$ cat src/rtl/eid_pkg.sv
package eid_pkg;
  typedef enum logic [2:0] {
    ST_INIT,
    ST_IDLE,
    ST_ARD,
    ST_AWR,
    ST_CLR,
    ST_DONE
  } mgr_state_t;

  localparam logic OP_ALLOC = 1'b0;
  localparam logic OP_CLEAR = 1'b1;
endpackage

$ cat src/rtl/eid_free_fifo.sv
module eid_free_fifo #(
  parameter int DEPTH = 32,
  parameter int W     = 5
) (
  input  logic                       clk,
  input  logic                       rst,
  input  logic                       push,
  input  logic [W-1:0]               push_id,
  input  logic                       pop,
  output logic [W-1:0]               pop_id,
  output logic [$clog2(DEPTH+1)-1:0] level,
  output logic                       empty
);
  localparam int PTR_W = $clog2(DEPTH);
  localparam int LVL_W = $clog2(DEPTH+1);

  logic [W-1:0]     mem [DEPTH];
  logic [PTR_W-1:0] wr_ptr, rd_ptr;

  // storage with registered read port, no reset on the array
  always_ff @(posedge clk) begin
    if (push) mem[wr_ptr] <= push_id;
    if (pop)  pop_id      <= mem[rd_ptr];
  end

  always_ff @(posedge clk) begin
    if (rst) begin
      wr_ptr <= '0;
      rd_ptr <= '0;
      level  <= '0;
    end else begin
      if (push) wr_ptr <= (wr_ptr == PTR_W'(DEPTH-1)) ? '0 : wr_ptr + 1'b1;
      if (pop)  rd_ptr <= (rd_ptr == PTR_W'(DEPTH-1)) ? '0 : rd_ptr + 1'b1;
      if (push && !pop)      level <= level + LVL_W'(1);
      else if (pop && !push) level <= level - LVL_W'(1);
    end
  end

  assign empty = (level == '0);
endmodule

$ cat src/rtl/eid_owner_table.sv
module eid_owner_table #(
  parameter int NUM_IDS = 32,
  parameter int NUM_BU  = 4
) (
  input  logic                       clk,
  input  logic                       rst,
  input  logic                       set_en,
  input  logic [$clog2(NUM_IDS)-1:0] set_id,
  input  logic [$clog2(NUM_BU)-1:0]  set_bu,
  input  logic                       clr_en,
  input  logic [$clog2(NUM_IDS)-1:0] clr_id,
  input  logic [$clog2(NUM_IDS)-1:0] look_id,
  input  logic [$clog2(NUM_BU)-1:0]  look_bu,
  output logic                       look_hit
);
  localparam int ID_W = $clog2(NUM_IDS);
  localparam int BU_W = $clog2(NUM_BU);

  logic [NUM_IDS-1:0] busy_vec;
  logic [BU_W-1:0]    who_arr [NUM_IDS];

  for (genvar g = 0; g < NUM_IDS; g++) begin : g_entry
    logic            busy_r;
    logic [BU_W-1:0] who_r;
    always_ff @(posedge clk) begin
      if (rst) begin
        busy_r <= 1'b0;
        who_r  <= '0;
      end else if (set_en && set_id == ID_W'(g)) begin
        busy_r <= 1'b1;
        who_r  <= set_bu;
      end else if (clr_en && clr_id == ID_W'(g)) begin
        busy_r <= 1'b0;
      end
    end
    assign busy_vec[g] = busy_r;
    assign who_arr[g]  = who_r;
  end

  assign look_hit = busy_vec[look_id] && (who_arr[look_id] == look_bu);
endmodule

$ cat src/rtl/eid_quota.sv
module eid_quota #(
  parameter int NUM_BU = 4,
  parameter int LIMIT  = 12
) (
  input  logic                      clk,
  input  logic                      rst,
  input  logic [$clog2(NUM_BU)-1:0] sel_bu,
  input  logic                      inc_en,
  input  logic                      dec_en,
  output logic                      at_limit
);
  localparam int BU_W = $clog2(NUM_BU);
  localparam int Q_W  = $clog2(LIMIT+1);

  logic [NUM_BU-1:0] full_vec;

  for (genvar b = 0; b < NUM_BU; b++) begin : g_bu
    logic [Q_W-1:0] cnt_r;
    always_ff @(posedge clk) begin
      if (rst) begin
        cnt_r <= '0;
      end else if (sel_bu == BU_W'(b)) begin
        if (inc_en && !dec_en)      cnt_r <= cnt_r + Q_W'(1);
        else if (dec_en && !inc_en) cnt_r <= cnt_r - Q_W'(1);
      end
    end
    assign full_vec[b] = (cnt_r == Q_W'(LIMIT));
  end

  assign at_limit = full_vec[sel_bu];
endmodule

$ cat src/rtl/eid_alloc_mgr.sv
module eid_alloc_mgr #(
  parameter int NUM_BU  = 4,
  parameter int NUM_IDS = 32,
  parameter int MAX_OPS = 16,
  parameter int LIMIT   = 12,
  localparam int ID_W   = $clog2(NUM_IDS),
  localparam int BU_W   = $clog2(NUM_BU),
  localparam int CNT_W  = $clog2(MAX_OPS+1)
) (
  input  logic                    clk,
  input  logic                    rst,
  input  logic                    req_valid,
  output logic                    req_ready,
  input  logic                    req_op,
  input  logic [BU_W-1:0]         req_bu,
  input  logic [CNT_W-1:0]        req_count,
  input  logic [MAX_OPS*ID_W-1:0] req_ids,
  output logic                    rsp_valid,
  output logic [CNT_W-1:0]        rsp_count,
  output logic [MAX_OPS*ID_W-1:0] rsp_ids,
  output logic                    rsp_err
);
  import eid_pkg::*;
  localparam int LVL_W = $clog2(NUM_IDS+1);

  mgr_state_t              state;
  logic                    op_q;
  logic [BU_W-1:0]         bu_q;
  logic [MAX_OPS*ID_W-1:0] ids_q, slots_q;
  logic [CNT_W-1:0]        n_q, idx_q, got_q, n_clamp, idx_nx;
  logic                    err_q;
  logic [ID_W-1:0]         init_q, cur_id, pop_id;
  logic [LVL_W-1:0]        fifo_level;
  logic                    fifo_empty, fifo_push, fifo_pop, own_hit;
  logic                    quota_full, quota_inc, quota_dec, last_op;

  assign n_clamp   = (req_count > CNT_W'(MAX_OPS)) ? CNT_W'(MAX_OPS) : req_count;
  assign cur_id    = ids_q[int'(idx_q)*ID_W +: ID_W];
  assign idx_nx    = idx_q + CNT_W'(1);
  assign last_op   = (idx_nx == n_q);
  assign fifo_push = (state == ST_INIT) || (state == ST_CLR && own_hit);
  assign fifo_pop  = (state == ST_ARD) && !fifo_empty && !quota_full;
  assign quota_inc = (state == ST_AWR);
  assign quota_dec = (state == ST_CLR) && own_hit;
  assign req_ready = (state == ST_IDLE);

  eid_free_fifo #(.DEPTH(NUM_IDS), .W(ID_W)) u_pool (
    .clk(clk), .rst(rst),
    .push(fifo_push), .push_id((state == ST_INIT) ? init_q : cur_id),
    .pop(fifo_pop), .pop_id(pop_id),
    .level(fifo_level), .empty(fifo_empty)
  );

  eid_owner_table #(.NUM_IDS(NUM_IDS), .NUM_BU(NUM_BU)) u_owner (
    .clk(clk), .rst(rst),
    .set_en(state == ST_AWR), .set_id(pop_id), .set_bu(bu_q),
    .clr_en(quota_dec), .clr_id(cur_id),
    .look_id(cur_id), .look_bu(bu_q), .look_hit(own_hit)
  );

  eid_quota #(.NUM_BU(NUM_BU), .LIMIT(LIMIT)) u_quota (
    .clk(clk), .rst(rst), .sel_bu(bu_q),
    .inc_en(quota_inc), .dec_en(quota_dec), .at_limit(quota_full)
  );

  always_ff @(posedge clk) begin
    if (rst) begin
      state     <= ST_INIT;
      init_q    <= '0;
      op_q      <= OP_ALLOC;
      bu_q      <= '0;
      ids_q     <= '0;
      slots_q   <= '0;
      n_q       <= '0;
      idx_q     <= '0;
      got_q     <= '0;
      err_q     <= 1'b0;
      rsp_valid <= 1'b0;
      rsp_count <= '0;
      rsp_ids   <= '0;
      rsp_err   <= 1'b0;
    end else begin
      rsp_valid <= 1'b0;
      rsp_count <= '0;
      rsp_err   <= 1'b0;
      unique case (state)
        ST_INIT: begin
          init_q <= init_q + ID_W'(1);
          if (init_q == ID_W'(NUM_IDS-1)) state <= ST_IDLE;
        end
        ST_IDLE: begin
          if (req_valid) begin
            op_q    <= req_op;
            bu_q    <= req_bu;
            ids_q   <= req_ids;
            n_q     <= n_clamp;
            idx_q   <= '0;
            got_q   <= '0;
            err_q   <= 1'b0;
            slots_q <= '0;
            if (n_clamp == '0)          state <= ST_DONE;
            else if (req_op == OP_CLEAR) state <= ST_CLR;
            else                         state <= ST_ARD;
          end
        end
        ST_ARD: begin
          state <= fifo_pop ? ST_AWR : ST_DONE;
        end
        ST_AWR: begin
          slots_q[int'(got_q)*ID_W +: ID_W] <= pop_id;
          got_q <= got_q + CNT_W'(1);
          idx_q <= idx_nx;
          state <= last_op ? ST_DONE : ST_ARD;
        end
        ST_CLR: begin
          if (own_hit) got_q <= got_q + CNT_W'(1);
          else         err_q <= 1'b1;
          idx_q <= idx_nx;
          if (last_op) state <= ST_DONE;
        end
        ST_DONE: begin
          rsp_valid <= 1'b1;
          rsp_count <= got_q;
          rsp_ids   <= slots_q;
          rsp_err   <= err_q;
          state     <= ST_IDLE;
        end
        default: state <= ST_IDLE;
      endcase
    end
  end
endmodule

$ cat config.mk
export PLATFORM = sky130hd
export DESIGN_NAME = eid_alloc_mgr
export DESIGN_NICKNAME = d
export VERILOG_FILES = /design/src/rtl/eid_pkg.sv /design/src/rtl/eid_free_fifo.sv /design/src/rtl/eid_owner_table.sv /design/src/rtl/eid_quota.sv /design/src/rtl/eid_alloc_mgr.sv
export SDC_FILE = /design/constraint.sdc
export NUM_CORES = 1
export LEC_CHECK = 0
export ABC_AREA = 1
export BUFFER_PORTS_ARGS = -buffer_cell sky130_fd_sc_hd__buf_2
export CORE_UTILIZATION = 50
export DETAILED_ROUTE_END_ITERATION = 8
export HOLD_SLACK_MARGIN = 0.1
export PLACE_DENSITY = 0.65
export SYNTH_ARGS = -nofsm -noshare
export SYNTH_HDL_FRONTEND = slang
export SYNTH_SLANG_ARGS = --single-unit
$ cat constraint.sdc
create_clock -name clk -period 5.1 [get_ports clk]
set_clock_uncertainty 0.15 [all_clocks]
set_input_delay 0.51 -clock clk [delete_from_list [all_inputs] [get_ports clk]]
set_output_delay 0.51 -clock clk [all_outputs]
set_load 0.02 [all_outputs]
# == Word level (Yosys, flattened, before mapping) ==
# Memories as Yosys holds them, arrays and structs flattened. A register that Yosys moved wholly into a read port is not among the register bits.
# Index checks and enable logic that the tools add are counted.
# word_totals
ff_bits,401
mem_bits_rw,160
inputBits,91
output_inout_bits,88
elab_cells,437
mem_count,1
# op_classes
add_sub_neg,16
n_mul,2
n_lt_le_gt_ge,4
n_eq_ne,84
shift,3
mux,106
bitwise_logic,2
n_reduce_logical,135
# mem_list
memory,words,word_bits,rd,rd_ports_with_merged_regs,write_ports,line_no,text
u_pool.mem,32,5,1,1,1,eid_free_fifo.sv:17,logic [W-1:0] mem [DEPTH];
# op_table
operator,count
$eq A5 B5 Y1 const B,35
$pmux W80 S2,1
$bwmux W80,1
$eq A5 B4 Y1 const B,16
$mux W80,1
$shift A5 B33 Y80 const A,1
$shiftx A5 B33 Y80,1
$shiftx A80 B9 Y5,1
$reduce_bool A2 Y1,37
$logic_and A1 B1 Y1,72
$mux W1,71
$eq A5 B3 Y1 const B,8
$neg A8 Y33,1
$mux W4,8
$mux W5,6
$add A5 B1 Y5 const B,5
$mux W3,7
$eq A5 B2 Y1 const B,4
$add A4 B1 Y4 const B,4
$eq A4 B4 Y1 const B,4
$mul A5 B3 Y8 const B,2
$sub A4 B1 Y4 const B,4
$logic_not A5 Y1,3
$pmux W3 S5,1
35 further kinds,58

# == Logic depth before layout (Yosys ltp) ==
# Gate-level depths: netlist (run 1).
# depth
depth_word,14
ltp_mapped,35

# == Modules after synthesis ==
# From an unflattened synthesis (run 1), not the netlist that was laid out.
# hier_totals
hier_cells,3184
area_unflattened_um2,24767.5
# modules_own_cells
module,n_inst,cells_each,area_each_um2,seq_area_each_um2
eid_alloc_mgr,1,1515,10976.8,5465.2
eid_free_fifo,1,791,7995.2,5275.1
eid_owner_table,1,721,4697.0,1921.8
eid_quota,1,157,1098.6,320.3

# == Least setup slack after synthesis (run 1) ==
# Ideal clock, no wire load.
# synth_timing
path_type,flip-flop to flip-flop
start,register idx_q[0]
end,register u_pool.level[5]
setup_time_ns,0.119
t_arrival_ns,3.877
setup_slack_ns,0.953
path_stages_with_launch,30
path_buffers,4
synth_period_minus_slack_ns,4.147
cell_sequence,dfxtp_1 -> buf_4 -> buf_6 -> buf_4 -> o21ai_1 -> o221ai_1 -> o211ai_1 -> a21oi_1 -> inv_2 -> buf_2 -> a21oi_1 -> nand2_1 -> nand2_1 -> nand2_1 -> nor2_4 -> nand3_4 -> nand2_8 -> ha_1 -> inv_1 -> ha_1 -> a21oi_1 -> and2_1 -> inv_1 -> a21oi_1 -> inv_1 -> a21oi_1 -> o21ai_0 -> a21o_1 -> o21ai_0 -> a21oi_1
# synth_between
elab_chain_len,13
# synth_rtl
element,line_no,text
"start, declared",eid_alloc_mgr.sv:30,"logic [CNT_W-1:0] n_q, idx_q, got_q, n_clamp, idx_nx;"
"start signal, assigned",eid_alloc_mgr.sv:112,idx_q <= idx_nx;
"start signal, assigned",eid_alloc_mgr.sv:118,idx_q <= idx_nx;
$mul A5 B3 Y8 (*),eid_alloc_mgr.sv:38,assign cur_id = ids_q[int'(idx_q)*ID_W +: ID_W];
$shiftx A80 B9 Y5 (*),eid_alloc_mgr.sv:38,
$not A5 Y6 (implied by the code),eid_owner_table.sv:40,assign look_hit = busy_vec[look_id] && (who_arr[look_id] == look_bu);
$bmux W2 S5,eid_owner_table.sv:40,
$mux W2 (implied by the code) (2 in a row),eid_owner_table.sv:40,
$eq A2 B2 Y1,eid_owner_table.sv:40,
$logic_and A1 B1 Y1 (*),eid_owner_table.sv:40,
$logic_and A1 B1 Y1 (*),eid_alloc_mgr.sv:41,assign fifo_push = (state == ST_INIT) || (state == ST_CLR && own_hit);
$logic_or A1 B1 Y1 (*),eid_alloc_mgr.sv:41,
named net fifo_push,eid_alloc_mgr.sv:34,"logic fifo_empty, fifo_push, fifo_pop, own_hit;"
$logic_not A1 Y1,eid_free_fifo.sv:35,else if (pop && !push) level <= level - LVL_W'(1);
$logic_and A1 B1 Y1,eid_free_fifo.sv:35,
$reduce_bool A2 Y1 (no line),-,
"end signal, assigned",eid_free_fifo.sv:34,if (push && !pop) level <= level + LVL_W'(1);
"end signal, assigned",eid_free_fifo.sv:35,
"end, declared",eid_free_fifo.sv:11,"output logic [$clog2(DEPTH+1)-1:0] level,"
# The timed path passes the listed nets; every way through them passes the cells marked *. The select of a mux whose other input is x is not followed.
# A chain may end at the register's enable or synchronous reset.

# == Final worst setup path (run 1) ==
# layout_timing
start,register idx_q[0]
end,register u_quota.g_bu[2].cnt_r[3]
# layout_between
elab_chain_len,13
# layout_rtl
element,line_no,text
$mul A5 B3 Y8 (*),eid_alloc_mgr.sv:38,
$shiftx A80 B9 Y5 (*),eid_alloc_mgr.sv:38,
$not A5 Y6 (implied by the code),eid_owner_table.sv:40,
$bmux W2 S5,eid_owner_table.sv:40,
$mux W2 (implied by the code) (2 in a row),eid_owner_table.sv:40,
$eq A2 B2 Y1,eid_owner_table.sv:40,
$logic_and A1 B1 Y1 (*),eid_owner_table.sv:40,
$logic_and A1 B1 Y1 (*),eid_alloc_mgr.sv:44,assign quota_dec = (state == ST_CLR) && own_hit;
$logic_not A1 Y1,eid_quota.sv:23,if (inc_en && !dec_en) cnt_r <= cnt_r + Q_W'(1);
$logic_and A1 B1 Y1,eid_quota.sv:23,
$reduce_bool A2 Y1 (no line),-,
$reduce_and A2 Y1 (no line),-,
"end signal, assigned",eid_quota.sv:23,
"end signal, assigned",eid_quota.sv:24,else if (dec_en && !inc_en) cnt_r <= cnt_r - Q_W'(1);
"end, declared",eid_quota.sv:18,logic [Q_W-1:0] cnt_r;
# Every way passes the cells marked *; elsewhere a longest branch is shown, timed or not. The select of a mux whose other input is x is not followed.

==> results.ini, run 1 <==
[floorplanning]
start_util_pct=51.0
dieArea_um2=49800
core-area_um2=47900
num_rows=80
fp.dieH_um=223
die_w_um=223
pin_count=179

[power]
internal-power_mw=7.44
power.density_nw_per_um2=326
swShare_pct=20.9
switching_power_mw=1.96
p_seq_share_pct=49.6
static-leakage-power_nw=10.9
vdd_drop_max_uv=273
total_power_mw=9.41
p_clk_share_pct=47.7
p_comb_share_pct=2.7

[final_layout]
regArea_um2=13000
layout_common_cells=475 x nand2_1, 462 x nor2_1, 398 x dfxtp_1, 348 x a21oi_1, 303 x o21ai_0
nFillCells=4296
multiInputGateArea_um2=10100
postLayoutCellArea_um2=28800
drive_gt1_share_pct=11.5
area_growth_pct=18.0
nNetsFinal=3337
layout_commonest_cell=nand2_1

[grt]
first_global_vias=20800
antenna_found_initial=1
grt_usage_pct=27.9
grt_pass1_wl_um=111000
grt-ovfl-total=0
grt_max_degree=131

[sta]
finalSetupTns_ps=0
fmax_mhz=214
slew_violations=0
fin_crit_ps=4670
slew_headroom_pct=11.1
report.final.hold_viol_count=0
tightest_slew_ps=1330
final.period_utilization_pct=91.5
fin_ws_ps=431
finalSetupViolations=0

[setup_path]
cp.required_ps=5520
arrival_ps=5090
cpMaxStageDelayCell=inv_1
crit_cells=26
worst_path_largest_cell_delay_ps=420
worstPathMaxFanout=24
path_class=flip-flop to flip-flop
crit_top_cell=nand2_1
start_kind=flip-flop
end_kind=flip-flop
path_delay_family=simple AND/OR/NAND/NOR gates
r2r_setup_slack_ps=430
reg2reg_depth=26
path_buf_inv=4

[cts]
cts_buffers=59
clkSinkCount=566
cts_max_level=2
path_clk_slew_ps=60
clk_latency_ps=630
cts_max_path_buffers=3
cts_tree=built
root_buffer=clkbuf_16

[outcome]
status=complete, no violations

[synthesis]
synth.yosys.seq_area_share_pct=53.1
synthCells=3013
synth_seq_cells=566
synth.distinct_cells=45
yosys-top-cells-area=dfxtp_1 33%, edfxtp_1 20%, nand2_1 7.4%
synth_top_area_share_pct=32.8
yosysTopAreaCell=dfxtp_1
yosysWarnings=0
syn_nets=3137
synth.avg_cell_area_um2=8.11
syn-cell-area_um2=24400

[detailed_routing]
wl_per_cell_um=18.2
via_count=21800
route.antenna.remaining_nets=0
drcViolationCount=0
first_pass_iters=6
drt_iter0_markers=1971
wl_um=70600
via_per_inst=5.61

[hold_path]
hold_depth=3
hp-class=input pin to flip-flop

[placed_design]
pre_cts_slack_ps=70.6
portBuffers=178
place_congestion=0.924
dpl_cell_area_um2=25800
dp_hpwl_um=45600

[job]
drv_cap=0

-- stage by stage --
step	util (%)	hold WS (ps)	instances
4_1_cts	59.7	125	3862
3_5_place_dp	53.8	300	3672
3_3_place_gp	53.8	285	3672
6_report	60.2	118	3875
2_1_floorplan	-	266	3013
5_1_grt	60.2	112	3875
-- final cells by class --
cell class | count | share of cell area (%)
Sequential cell | 566 | 45.0
Timing Repair Buffer | 315 | 7.64
Multi-Input combinational cell | 2080 | 35.1
Antenna cell | 1 | 0.00867
Clock inverter | 28 | 1.27
Clock buffer | 79 | 5.78
Tap cell | 615 | 2.67
Inverter | 191 | 2.53
-- layer usage --
| metal | track usage, % | share of wire [%] | vias to the layer above |
|---|---|---|---|
| met5 | 0 | 0 | - |
| met4 | 9.39 | 3.0 | 0 |
| met3 | 4.82 | 6.8 | 144 |
| met2 | 46.6 | 47 | 771 |
| met1 | 36.5 | 43 | 10200 |
| li1 | - | - | 10600 |
-- registers in the layout (all words and copies together), names as in the netlist, 6 cells and up --
| register | cells |
|---|---|
| u_quota.g_bu.cnt_r | 16 |
| rsp_ids | 80 |
| u_pool.mem | 160 |
| slots_q | 80 |
| u_owner.g_entry.who_r | 64 |
| ids_q | 80 |
| u_pool.level | 6 |
| u_owner.g_entry.busy_r | 32 |
-- kinds of logic after synthesis --
kind of cell | Yosys count | synth area share [%]
flops | 566 | 53.1
xor+xnor | 23 | 0.824
fa+ha+maj | 33 | 1.84
compound gates | 782 | 16.8
simple gates | 1242 | 21.4
buf+inv | 367 | 5.94
-- power groups by stage --
stage / clock network, mW / logic (mW) / registers (mW)
final: 4.49 / 0.257 / 4.66
after CTS: 4.54 / 0.251 / 4.66
after floorplan: 0 / 0.109 / 4.76
after detailed placement: 0 / 0.202 / 4.76
after global placement: 0 / 0.198 / 4.76
after global routing: 4.73 / 0.278 / 4.66
-- worst register-to-register path, cell delays in order (launching register included) --
cell and delay (ps):
dfxtp_4 380, inv_4 160, buf_4 220, nor2_1 60, o211ai_1 170, nand3_1 140
a21oi_2 260, buf_6 260, nand2_1 80, nand2_1 90, nand2_1 80, nand2_1 100
nor2_1 40, nand2_1 70, nand3_1 90, nand2_2 120, nand3_4 130, ha_1 320
inv_1 420, ha_1 370, nand2_1 70, nor2_1 40, a211oi_1 260, xor2_1 170
nand2_1 80, a21oi_1 130, o21a_1 140
-- final timing paths --
check                                 start                       end
worst max-delay path               idx_q[0]  u_quota.g_bu[2].cnt_r[3]
worst min-delay path            req_ids[47]                 ids_q[47]
worst max register to register     idx_q[0]  u_quota.g_bu[2].cnt_r[3]
worst min register to register  rsp_ids[52]               rsp_ids[52]
-- Yosys cell counts, drive strengths merged --
| master | instances |
|---|---|
| dfxtp | 401 |
| nor4 | 12 |
| o22ai | 29 |
| a31oi | 3 |
| and2 | 1 |
| clkinv | 6 |
| inv | 185 |
| o221ai | 15 |
| a211oi | 6 |
| o21ai | 345 |
| edfxtp | 165 |
| a21boi | 1 |
| nand4 | 42 |
| nor3b | 1 |
| fa | 5 |
| clkbuf | 139 |
| a32o | 1 |
| ha | 28 |
| nand3b | 17 |
| o21a | 3 |
| xnor2 | 6 |
| nand2 | 493 |
| o211ai | 22 |
| nor3 | 34 |
| xor2 | 17 |
| buf | 37 |
| a21o | 3 |
| a21oi | 353 |
| nor2 | 470 |
| or2 | 2 |
| nand3 | 170 |
| o32ai | 1 |
-- repair_timing --
item | in CTS | in global routing
hold buffers | 83 | 0
buffers inserted | 0 | 11
gates resized for setup | 0 | 25
hold endpoints to repair | 83 | 0
endpoints found under the setup margin | 0 | 5
Note: power is estimated with default switching activity, not from simulation.
==> inputs of run 2 (changes only) <==
==> constraint.sdc (replaced) <==
create_clock -name clk -period 5.4 [get_ports clk]
set_clock_uncertainty 0.15 [all_clocks]
set_input_delay 0.54 -clock clk [delete_from_list [all_inputs] [get_ports clk]]
set_output_delay 0.54 -clock clk [all_outputs]
set_load 0.02 [all_outputs]
==> run 2 against run 1 <==
  * Global-route usage shrank 0.33 points
  * Non-clock buffer count shrank 14
  * Final cell count shrank 0.28%
  * Critical path depth grew 3
  * Via count is essentially flat
  * Fmax shrank 4.8%
  * Flip-flop and latch count is the same
  * Combinational power shrank 5%
  * Clock power shrank 10%
==> results.ini, run 2 (synthesis results as in run 1) <==
[final_layout]
nNetsFinal=3321  ; -0.48%
layout_common_cells=478 x nand2_1, 463 x nor2_1, 397 x dfxtp_1, 350 x a21oi_1, 303 x o21ai_0
area_growth_pct=16.7
nFillCells=4231  ; -1.5%
multiInputGateArea_um2=10100  ; -0.57%
postLayoutCellArea_um2=28500  ; -1.1%
finalCoreUtilization_pct=59.5  ; -0.66 points
layoutNonFillerInstCount=3864  ; -0.28%
drive_gt1_share_pct=10.8  ; -0.79 points
regArea_um2=13000  ; about the same
regMostFlops=u_pool.mem
layout_commonest_cell=nand2_1
largest_reg_flops=160  ; unchanged

[setup_path]
cp.required_ps=5750  ; +230 ps
path_delay_family=simple AND/OR/NAND/NOR gates
cpMaxStageDelayCell=dfxtp_4
r2r_setup_slack_ps=490  ; +60 ps
worstPathMaxFanout=22  ; -8.3%
path_buf_inv=6  ; +2
end_kind=flip-flop
crit_top_cell=a21oi_1
path_class=flip-flop to flip-flop
worst_path_largest_cell_delay_ps=400  ; -20 ps
start_kind=flip-flop
arrival_ps=5260  ; +170 ps

[grt]
grt_usage_pct=27.5  ; -0.33 points
grt_max_degree=104  ; -21%
first_global_vias=20800  ; +0.14%
grt-ovfl-total=0  ; unchanged
grt_pass1_wl_um=111000  ; -0.38%
antenna_found_initial=1  ; unchanged

[floorplanning]
start_util_pct=51.0  ; unchanged
fp.dieH_um=223  ; unchanged
dieArea_um2=49800  ; unchanged
die_w_um=223  ; unchanged
pin_count=179  ; unchanged
num_rows=80  ; unchanged
core-area_um2=47900  ; unchanged

[detailed_routing]
drcViolationCount=0  ; unchanged
wl_per_cell_um=17.9  ; -1.6%
dr.max_layer_used=met4
drt_iter0_markers=1694  ; -14%
wl_met2_um=32300  ; -3.1%
route.antenna.remaining_nets=0  ; unchanged
via_count=21700  ; -0.051%
first_pass_iters=6  ; unchanged
drt-met1-wl_um=30600  ; +1.1%
wl_met3_um=3890  ; -19%
via_per_inst=5.63  ; +0.23%
wl_um=69200  ; -1.9%

[job]
drv_cap=0  ; unchanged

[cts]
clkSinkCount=566  ; unchanged
postCtsSetupRepairBufs=0  ; unchanged
clk_latency_ps=630  ; about the same
cts_max_level=2  ; unchanged
path_clk_slew_ps=60  ; about the same
root_buffer=clkbuf_16
cts_max_path_buffers=3  ; unchanged
cts_buffers=57  ; -3.4%
cts_tree=built

[sta]
finalHoldWorstSlack_ps=116  ; -2.48 ps
final.period_utilization_pct=90.9  ; -0.69 points
finalSetupTns_ps=0  ; unchanged
slew_headroom_pct=11.6  ; +0.50 points
tightest_slew_ps=1320  ; -7.46 ps
fin_crit_ps=4910  ; +237 ps
slew_violations=0  ; unchanged
rsz0062_at_grt=no
report.final.hold_viol_count=0  ; unchanged
fin_ws_ps=494  ; +62.7 ps
fmax_mhz=204  ; -4.8%
finalSetupViolations=0  ; unchanged

[placed_design]
portBuffers=178  ; unchanged
dpl_cell_area_um2=25700  ; -0.15%
dp_hpwl_um=44900  ; -1.6%
pre_cts_slack_ps=354  ; +283 ps
place_congestion=0.920  ; -0.53%
post-place-cells=3668  ; -0.11%

[outcome]
status=complete, no violations

[power]
vdd_drop_max_uv=220  ; -19%
total_power_mw=8.68  ; -7.7%
power.density_nw_per_um2=304  ; -6.7%
static-leakage-power_nw=10.8  ; -1.2%

[hold_path]
hp-class=input pin to flip-flop

[run 2: where the power goes]
group | total, mW | internal, mW | switching, mW
Combinational | 0.243 | 0.0959 | 0.148
Sequential | 4.40 | 4.39 | 0.0105
Clock | 4.04 | 2.35 | 1.69
[run 2: layer usage]
metal	vias to the layer above	global-route usage, %
li1	10600	-
met5	-	0
met4	0	10.6
met2	698	44.8
met1	10300	37.1
met3	165	3.99
[run 2: repair_timing]
item | 4_1_cts | 5_1_grt
endpoints found under the hold margin | 85 | 0
hold buffers | 85 | 0
endpoints found under the setup margin | 0 | 4
gates resized for setup | 0 | 7
[run 2: worst reg2reg max path, delay by kind of cell, from the launching register on]
kind	cells	cell delay (ps)
and+or+nand+nor	11	1620
AOI/OAI and AO/OA	10	1330
buffers and inverters	6	750
adders and majority gates	2	550
DFF	1	400
[run 2: worst paths after layout]
check / start / endpoint / depth (start not counted)
worst max-delay path: idx_q[0] / u_pool.level[5] / 29
worst min-delay path: req_ids[75] / ids_q[75] / 3
worst max register to register: idx_q[0] / u_pool.level[5] / 29
worst min register to register: err_q / rsp_err / 2
[run 2: area by class of cell]
class / count / area share (%)
clock inverter: 35 / 1.33
clock buffer: 73 / 5.39
sequential: 566 / 45.5
inverter: 191 / 2.53
multi-input combinational: 2080 / 35.3
timing repair buffer: 301 / 7.23
antenna: 3 / 0.0263
tap: 615 / 2.70
